### src/rtl/sp_dma_pkg.sv
package sp_dma_pkg;
  localparam int unsigned BUF_DEPTH = 128;
  localparam int unsigned LVL_W     = $clog2(BUF_DEPTH + 1);
  localparam int unsigned THR_W     = $clog2(BUF_DEPTH);
endpackage

### src/rtl/dma_burst_chan.sv
module dma_burst_chan #(
  parameter int unsigned THR_W = 7,
  parameter int unsigned LVL_W = 8
) (
  input  logic             clk,
  input  logic             rst_n,
  input  logic [LVL_W-1:0] level,
  input  logic             strobe,
  input  logic [THR_W-1:0] thr,
  input  logic             thr_load,
  output logic             req
);
  logic             req_q, req_d;
  logic [THR_W-1:0] cnt_q, cnt_d;
  logic             level_ok;

  // level >= thr + 1
  assign level_ok = level > LVL_W'(thr);

  always_comb begin
    req_d = req_q;
    cnt_d = cnt_q;
    if (thr_load) begin
      req_d = 1'b0;
      cnt_d = '0;
    end else if (req_q) begin
      if (strobe) begin
        if (cnt_q == thr) begin
          req_d = 1'b0;
          cnt_d = '0;
        end else begin
          cnt_d = cnt_q + 1'b1;
        end
      end
    end else if (level_ok) begin
      req_d = 1'b1;
      cnt_d = '0;
    end
  end

  always_ff @(posedge clk or negedge rst_n) begin
    if (!rst_n) begin
      req_q <= 1'b0;
      cnt_q <= '0;
    end else begin
      req_q <= req_d;
      cnt_q <= cnt_d;
    end
  end

  assign req = req_q;
endmodule

### src/rtl/dma_access_err.sv
module dma_access_err #(
  parameter int unsigned LVL_W = 8
) (
  input  logic             clk,
  input  logic             rst_n,
  input  logic             strobe,
  input  logic [LVL_W-1:0] level,
  input  logic             en,
  output logic             pulse
);
  logic pulse_q, pulse_d;

  assign pulse_d = strobe && en && (level == '0);

  always_ff @(posedge clk or negedge rst_n) begin
    if (!rst_n) pulse_q <= 1'b0;
    else        pulse_q <= pulse_d;
  end

  assign pulse = pulse_q;
endmodule

### src/rtl/sp_dma_req_gen.sv
module sp_dma_req_gen
  import sp_dma_pkg::*;
(
  input  logic             clk,
  input  logic             rst_n,
  input  logic [LVL_W-1:0] rx_occupied,
  input  logic             rx_rd,
  input  logic             rx_thr_we,
  input  logic [THR_W-1:0] rx_thr_wdata,
  input  logic             rx_undf_en,
  input  logic [LVL_W-1:0] tx_free,
  input  logic             tx_wr,
  input  logic             tx_thr_we,
  input  logic [THR_W-1:0] tx_thr_wdata,
  input  logic             tx_ovfl_en,
  output logic             rx_dma_req,
  output logic             tx_dma_req,
  output logic             rx_undf_pulse,
  output logic             tx_ovfl_pulse,
  output logic             tx_wr_accept
);
  logic [1:0]       rst_sync_q;
  logic             rst_int_n;
  logic [THR_W-1:0] rx_thr_q, tx_thr_q;

  // asynchronous assert, synchronous release
  always_ff @(posedge clk or negedge rst_n) begin
    if (!rst_n) rst_sync_q <= 2'b00;
    else        rst_sync_q <= {rst_sync_q[0], 1'b1};
  end
  assign rst_int_n = rst_sync_q[1];

  always_ff @(posedge clk or negedge rst_int_n) begin
    if (!rst_int_n) begin
      rx_thr_q <= '0;
      tx_thr_q <= '0;
    end else begin
      if (rx_thr_we) rx_thr_q <= rx_thr_wdata;
      if (tx_thr_we) tx_thr_q <= tx_thr_wdata;
    end
  end

  dma_burst_chan #(.THR_W(THR_W), .LVL_W(LVL_W)) u_rx_chan (
    .clk(clk), .rst_n(rst_int_n), .level(rx_occupied), .strobe(rx_rd),
    .thr(rx_thr_q), .thr_load(rx_thr_we), .req(rx_dma_req)
  );

  dma_burst_chan #(.THR_W(THR_W), .LVL_W(LVL_W)) u_tx_chan (
    .clk(clk), .rst_n(rst_int_n), .level(tx_free), .strobe(tx_wr),
    .thr(tx_thr_q), .thr_load(tx_thr_we), .req(tx_dma_req)
  );

  dma_access_err #(.LVL_W(LVL_W)) u_rx_err (
    .clk(clk), .rst_n(rst_int_n), .strobe(rx_rd), .level(rx_occupied),
    .en(rx_undf_en), .pulse(rx_undf_pulse)
  );

  dma_access_err #(.LVL_W(LVL_W)) u_tx_err (
    .clk(clk), .rst_n(rst_int_n), .strobe(tx_wr), .level(tx_free),
    .en(tx_ovfl_en), .pulse(tx_ovfl_pulse)
  );

  // a write into a full buffer is dropped
  assign tx_wr_accept = tx_wr && (tx_free != '0);
endmodule

### config.mk
export PLATFORM = sky130hd
export DESIGN_NAME = sp_dma_req_gen
export DESIGN_NICKNAME = d
export VERILOG_FILES = /design/src/rtl/sp_dma_pkg.sv /design/src/rtl/dma_burst_chan.sv /design/src/rtl/dma_access_err.sv /design/src/rtl/sp_dma_req_gen.sv
export SDC_FILE = /design/constraint.sdc
export NUM_CORES = 1
export LEC_CHECK = 0
export ABC_AREA = 1
export CORE_ASPECT_RATIO = 2
export CORE_MARGIN = 8
export CORE_UTILIZATION = 48
export DETAILED_ROUTE_END_ITERATION = 8
export PLACE_DENSITY_LB_ADDON = 0.08
export SLEW_MARGIN = 20
export SYNTH_ARGS = -nofsm -noshare
export SYNTH_HDL_FRONTEND = slang
export SYNTH_HIERARCHICAL = 1
export SYNTH_SLANG_ARGS = --single-unit
### constraint.sdc
create_clock -name clk -period 1.2 [get_ports clk]
set_clock_uncertainty 0.2 [all_clocks]
set_input_delay 0.12 -clock clk [delete_from_list [all_inputs] [get_ports clk]]
set_output_delay 0.12 -clock clk [all_outputs]
set_load 0.03 [all_outputs]
==> results.tsv, run 1 <==
stage	metric	value	unit
outcome	outcome	complete, but fails checks	
outcome	failing checks	hold timing, setup timing	
global_routing	first-pass GRT wire length	10900	µm
setup_path	startpoint type of the worst setup path	register	
clocking	CTS tree	yes	
timing	setup violators final	18	
timing	max-slew violation count	0	
final_layout	multi-input combinational cell area	1510	µm²
power	PnR Total Power	3.25	mW
min_path	Hold WC Path Type	input pin to register	
routing	Vias/cell	4.88	
setup_path	Worst Path Buf+Inv	1	
timing	crit share post-route	151	%
clocking	clk sinks	34	
routing	post-route ant nets	0	
setup_path	slowest CP cell	dfrtp_1	
final_layout	fillcell total	391	
timing	Hold Slack	-0.00597	ns
power	Psw	1.05	mW
setup_path	type of the worst setup path	register to register	
clocking	later-pin clock latency in the skew report	0.30	ns
clocking	Clock Tree Root	clkbuf_8	
clocking	Num CTS Buffers	5	
floorplan	IO Pins	43	
timing	Tmin final	1.81	ns
timing	Final Hold Vio Count	1	
power	sw frac	32.3	%
final_layout	Area Overhead vs Synth	51.8	%
routing	drt drc	0	
setup_path	CP Capture Type	register	
global_routing	pin count of the biggest net entering global routing	33	
routing	initial detailed-routing violation count	56	
final_layout	nets	495	
floorplan	Site Rows	36	
setup_path	crit-path cells	inv_2 -> ha_4 -> nand2_4 -> nor3b_4 -> nand2_1 -> nand2_2 -> nand2_4 -> nand3_1 -> nand2_2	
timing	RSZ-0062 raised after global routing	true	
global_routing	grt ovf	0	
setup_path	max incr delay on CP	0.37	ns
power	combinational share of power	33.3	%
floorplan	DIE HEIGHT	115	µm
floorplan	Initial Util	49.0	%
final_layout	Reg area	852	µm²
floorplan	core area	4820	µm²
logic_synthesis	average size of a mapped cell	7.11	µm²
logic_synthesis	Ys Warns	6	
final_layout	post-layout util	74.3	%
power	leakage	1.81	nW
flow_run	Max-Cap Viols	0	
global_routing	initial antenna violation count	0	
logic_synthesis	Synth Register Bits	34	
logic_synthesis	mapped cell area	2360	µm²
global_routing	number of global-route vias before repair	2578	
setup_path	CP Data Arrival Time	1.80	ns
routing	Routed WL per cell	13.3	µm
routing	first-pass detailed-route iteration total	4	
final_layout	diodes inserted	0	
power	pwr/cell area	907	nW/µm²
logic_synthesis	Cells after Synth	332	
floorplan	DIE AREA	7550	µm²
clocking	H-tree levels	2	
global_routing	Global Route Usage Sum	18.3	%
setup_path	CP delay by family, top	simple AND/OR/NAND/NOR gates	
routing	DR vias	2436	
routing	Post-Route WL	6660	µm
clocking	worst-case clock buffer depth	2	
power	sequential share of power	38.8	%
logic_synthesis	syn nets	386	
timing	fmax	553	MHz
floorplan	die width	65.6	µm
final_layout	share of cells above drive strength 1	32.6	%
power	VDD IR-drop max	0.000796	V
setup_path	CP Max Fanout	5	
place	Detailed Place HPWL	4910	µm
logic_synthesis	register area share after synthesis	36.1	%
place	Port-buffer cells	42	
logic_synthesis	Distinct cells, synth	19	
timing	worst setup margin	-0.607	ns
clocking	clock-pin slew on the worst setup and hold paths	0.07	ns
power	Int Pwr	2.20	mW
place	RePlAce Congestion	0.841	
setup_path	Req. time, crit path	1.19	ns
power	Clock power frac	27.9	%
-- power groups by stage --
stage / clock network (mW) / logic, mW / registers [mW]
6_report: 0.908 / 1.08 / 1.26
5_1_grt: 0.979 / 1.19 / 1.27
4_1_cts: 0.942 / 0.979 / 1.26
3_5_place_dp: 0 / 0.893 / 1.28
3_3_place_gp: 0 / 0.874 / 1.28
2_1_floorplan: 0 / 0.425 / 1.32
-- cells in the final DEF, fill, tap and decap left out, drive strengths merged, types with 4 or more instances in the layout --
cell type / count
nand2: 118
buf: 64
inv: 55
nor2: 44
dfrtp: 34
clkdlybuf4s50: 28
nand3: 24
ha: 16
o21ai: 14
clkbuf: 14
xor2: 10
a21oi: 8
xnor2: 4
-- final timing paths --
| kind | cells after the start | from | slack [ns] | to |
|---|---|---|---|---|
| min reg2reg | 1 | rst_sync_q[1] | 0.02 | u_tx_err/pulse |
| max reg2reg | 9 | tx_thr_q[6] | -0.61 | u_tx_chan/cnt_q[1] |
| max | 9 | tx_thr_q[6] | -0.61 | u_tx_chan/cnt_q[1] |
| min | 5 | tx_free[0] | -0.006 | u_tx_err/pulse |
| max in group asynchronous | 2 | rst_n | 0.34 | rst_sync_q[1] |
| min in group asynchronous | 1 | rst_sync_q[1] | 0.02 | u_tx_err/pulse |
-- per-layer routing --
layer  track usage (%)  vias to the layer above  part of all wire (%)
li1                  -                     1237                     -
met1              16.1                     1126                    34
met2              36.2                       56                    59
met3              4.00                       17                   3.0
met4              9.68                        0                   3.8
met5                 0                        -                     0
-- through the flow --
stage | setup TNS, ns | std cells | instance area [µm²] | setup slack [ns]
3_3_place_gp | -13.40 | 479 | 3240 | -0.755
2_1_floorplan | -6.88 | 332 | 2400 | -0.435
6_report | -9.11 | 499 | 3580 | -0.607
4_1_cts | -8.70 | 493 | 3440 | -0.568
3_5_place_dp | -14.31 | 479 | 3240 | -0.776
5_1_grt | -10.46 | 499 | 3580 | -0.709
-- registers in the layout, summed over array words and instances, names as in the netlist --
name / cells
rst_sync_q: 2
rx_thr_q: 7
tx_thr_q: 7
u_rx_chan/cnt_q: 7
u_rx_chan/req: 1
u_rx_err/pulse: 1
u_tx_chan/cnt_q: 7
u_tx_chan/req: 1
u_tx_err/pulse: 1
-- repair_timing --
action | CTS | global route
hold endpoints to repair | 2 | 0
buffers inserted | 4 | 6
pin swaps | 10 | 11
setup endpoints to repair | 19 | 19
hold buffers | 1 | 0
cloned | 1 | 1
resized for setup | 25 | 47
-- cells by family after synthesis --
| family | after synthesis | synth area share [%] |
|---|---|---|
| AOI/OAI and AO/OA | 24 | 6.47 |
| xor gates and xnor gates | 14 | 5.20 |
| adders and majority gates | 16 | 8.48 |
| buffers and inverters | 57 | 9.70 |
| DFF | 34 | 36.1 |
| other | 1 | 0.159 |
| and+or+nand+nor | 186 | 33.9 |
-- cell type report --
class                           count  area share (%)
Clock buffer                        7            2.41
Inverter                           55            5.76
Clock inverter                      1           0.140
Sequential cell                    34            23.8
Tap cell                           57            1.99
Timing Repair Buffer              102            23.8
Multi-Input combinational cell    243            42.1
-- Yosys cell counts --
cell | instances | area (µm²)
a21oi_1 | 6 | 30.0
a21oi_2 | 2 | 17.5
a31oi_1 | 2 | 12.5
buf_6 | 2 | 22.5
conb_1 | 1 | 3.75
dfrtp_1 | 34 | 851
ha_1 | 16 | 200
inv_1 | 55 | 206
nand2_1 | 108 | 405
nand2_2 | 2 | 12.5
nand2_4 | 6 | 67.6
nand3_1 | 24 | 120
nor2_1 | 42 | 158
nor2_2 | 2 | 12.5
nor3b_2 | 2 | 25.0
o21ai_0 | 8 | 40.0
o21ai_2 | 6 | 52.6
xnor2_1 | 4 | 35.0
xor2_1 | 10 | 87.6
-- worst min-delay path, cell delays in order --
cell and delay (ns):
clkbuf_2 0.09, buf_4 0.11, nor2_1 0.04, nand3_1 0.06, nor2_1 0.04
(Power assumes the default switching activity.)
==> inputs of run 2 (changes only) <==
- CAP_MARGIN: default -> 15
- CTS_CLUSTER_DIAMETER: default -> 150
==> results of run 2 <==
Final layout, timing and power as in run 1 (identical DEF).
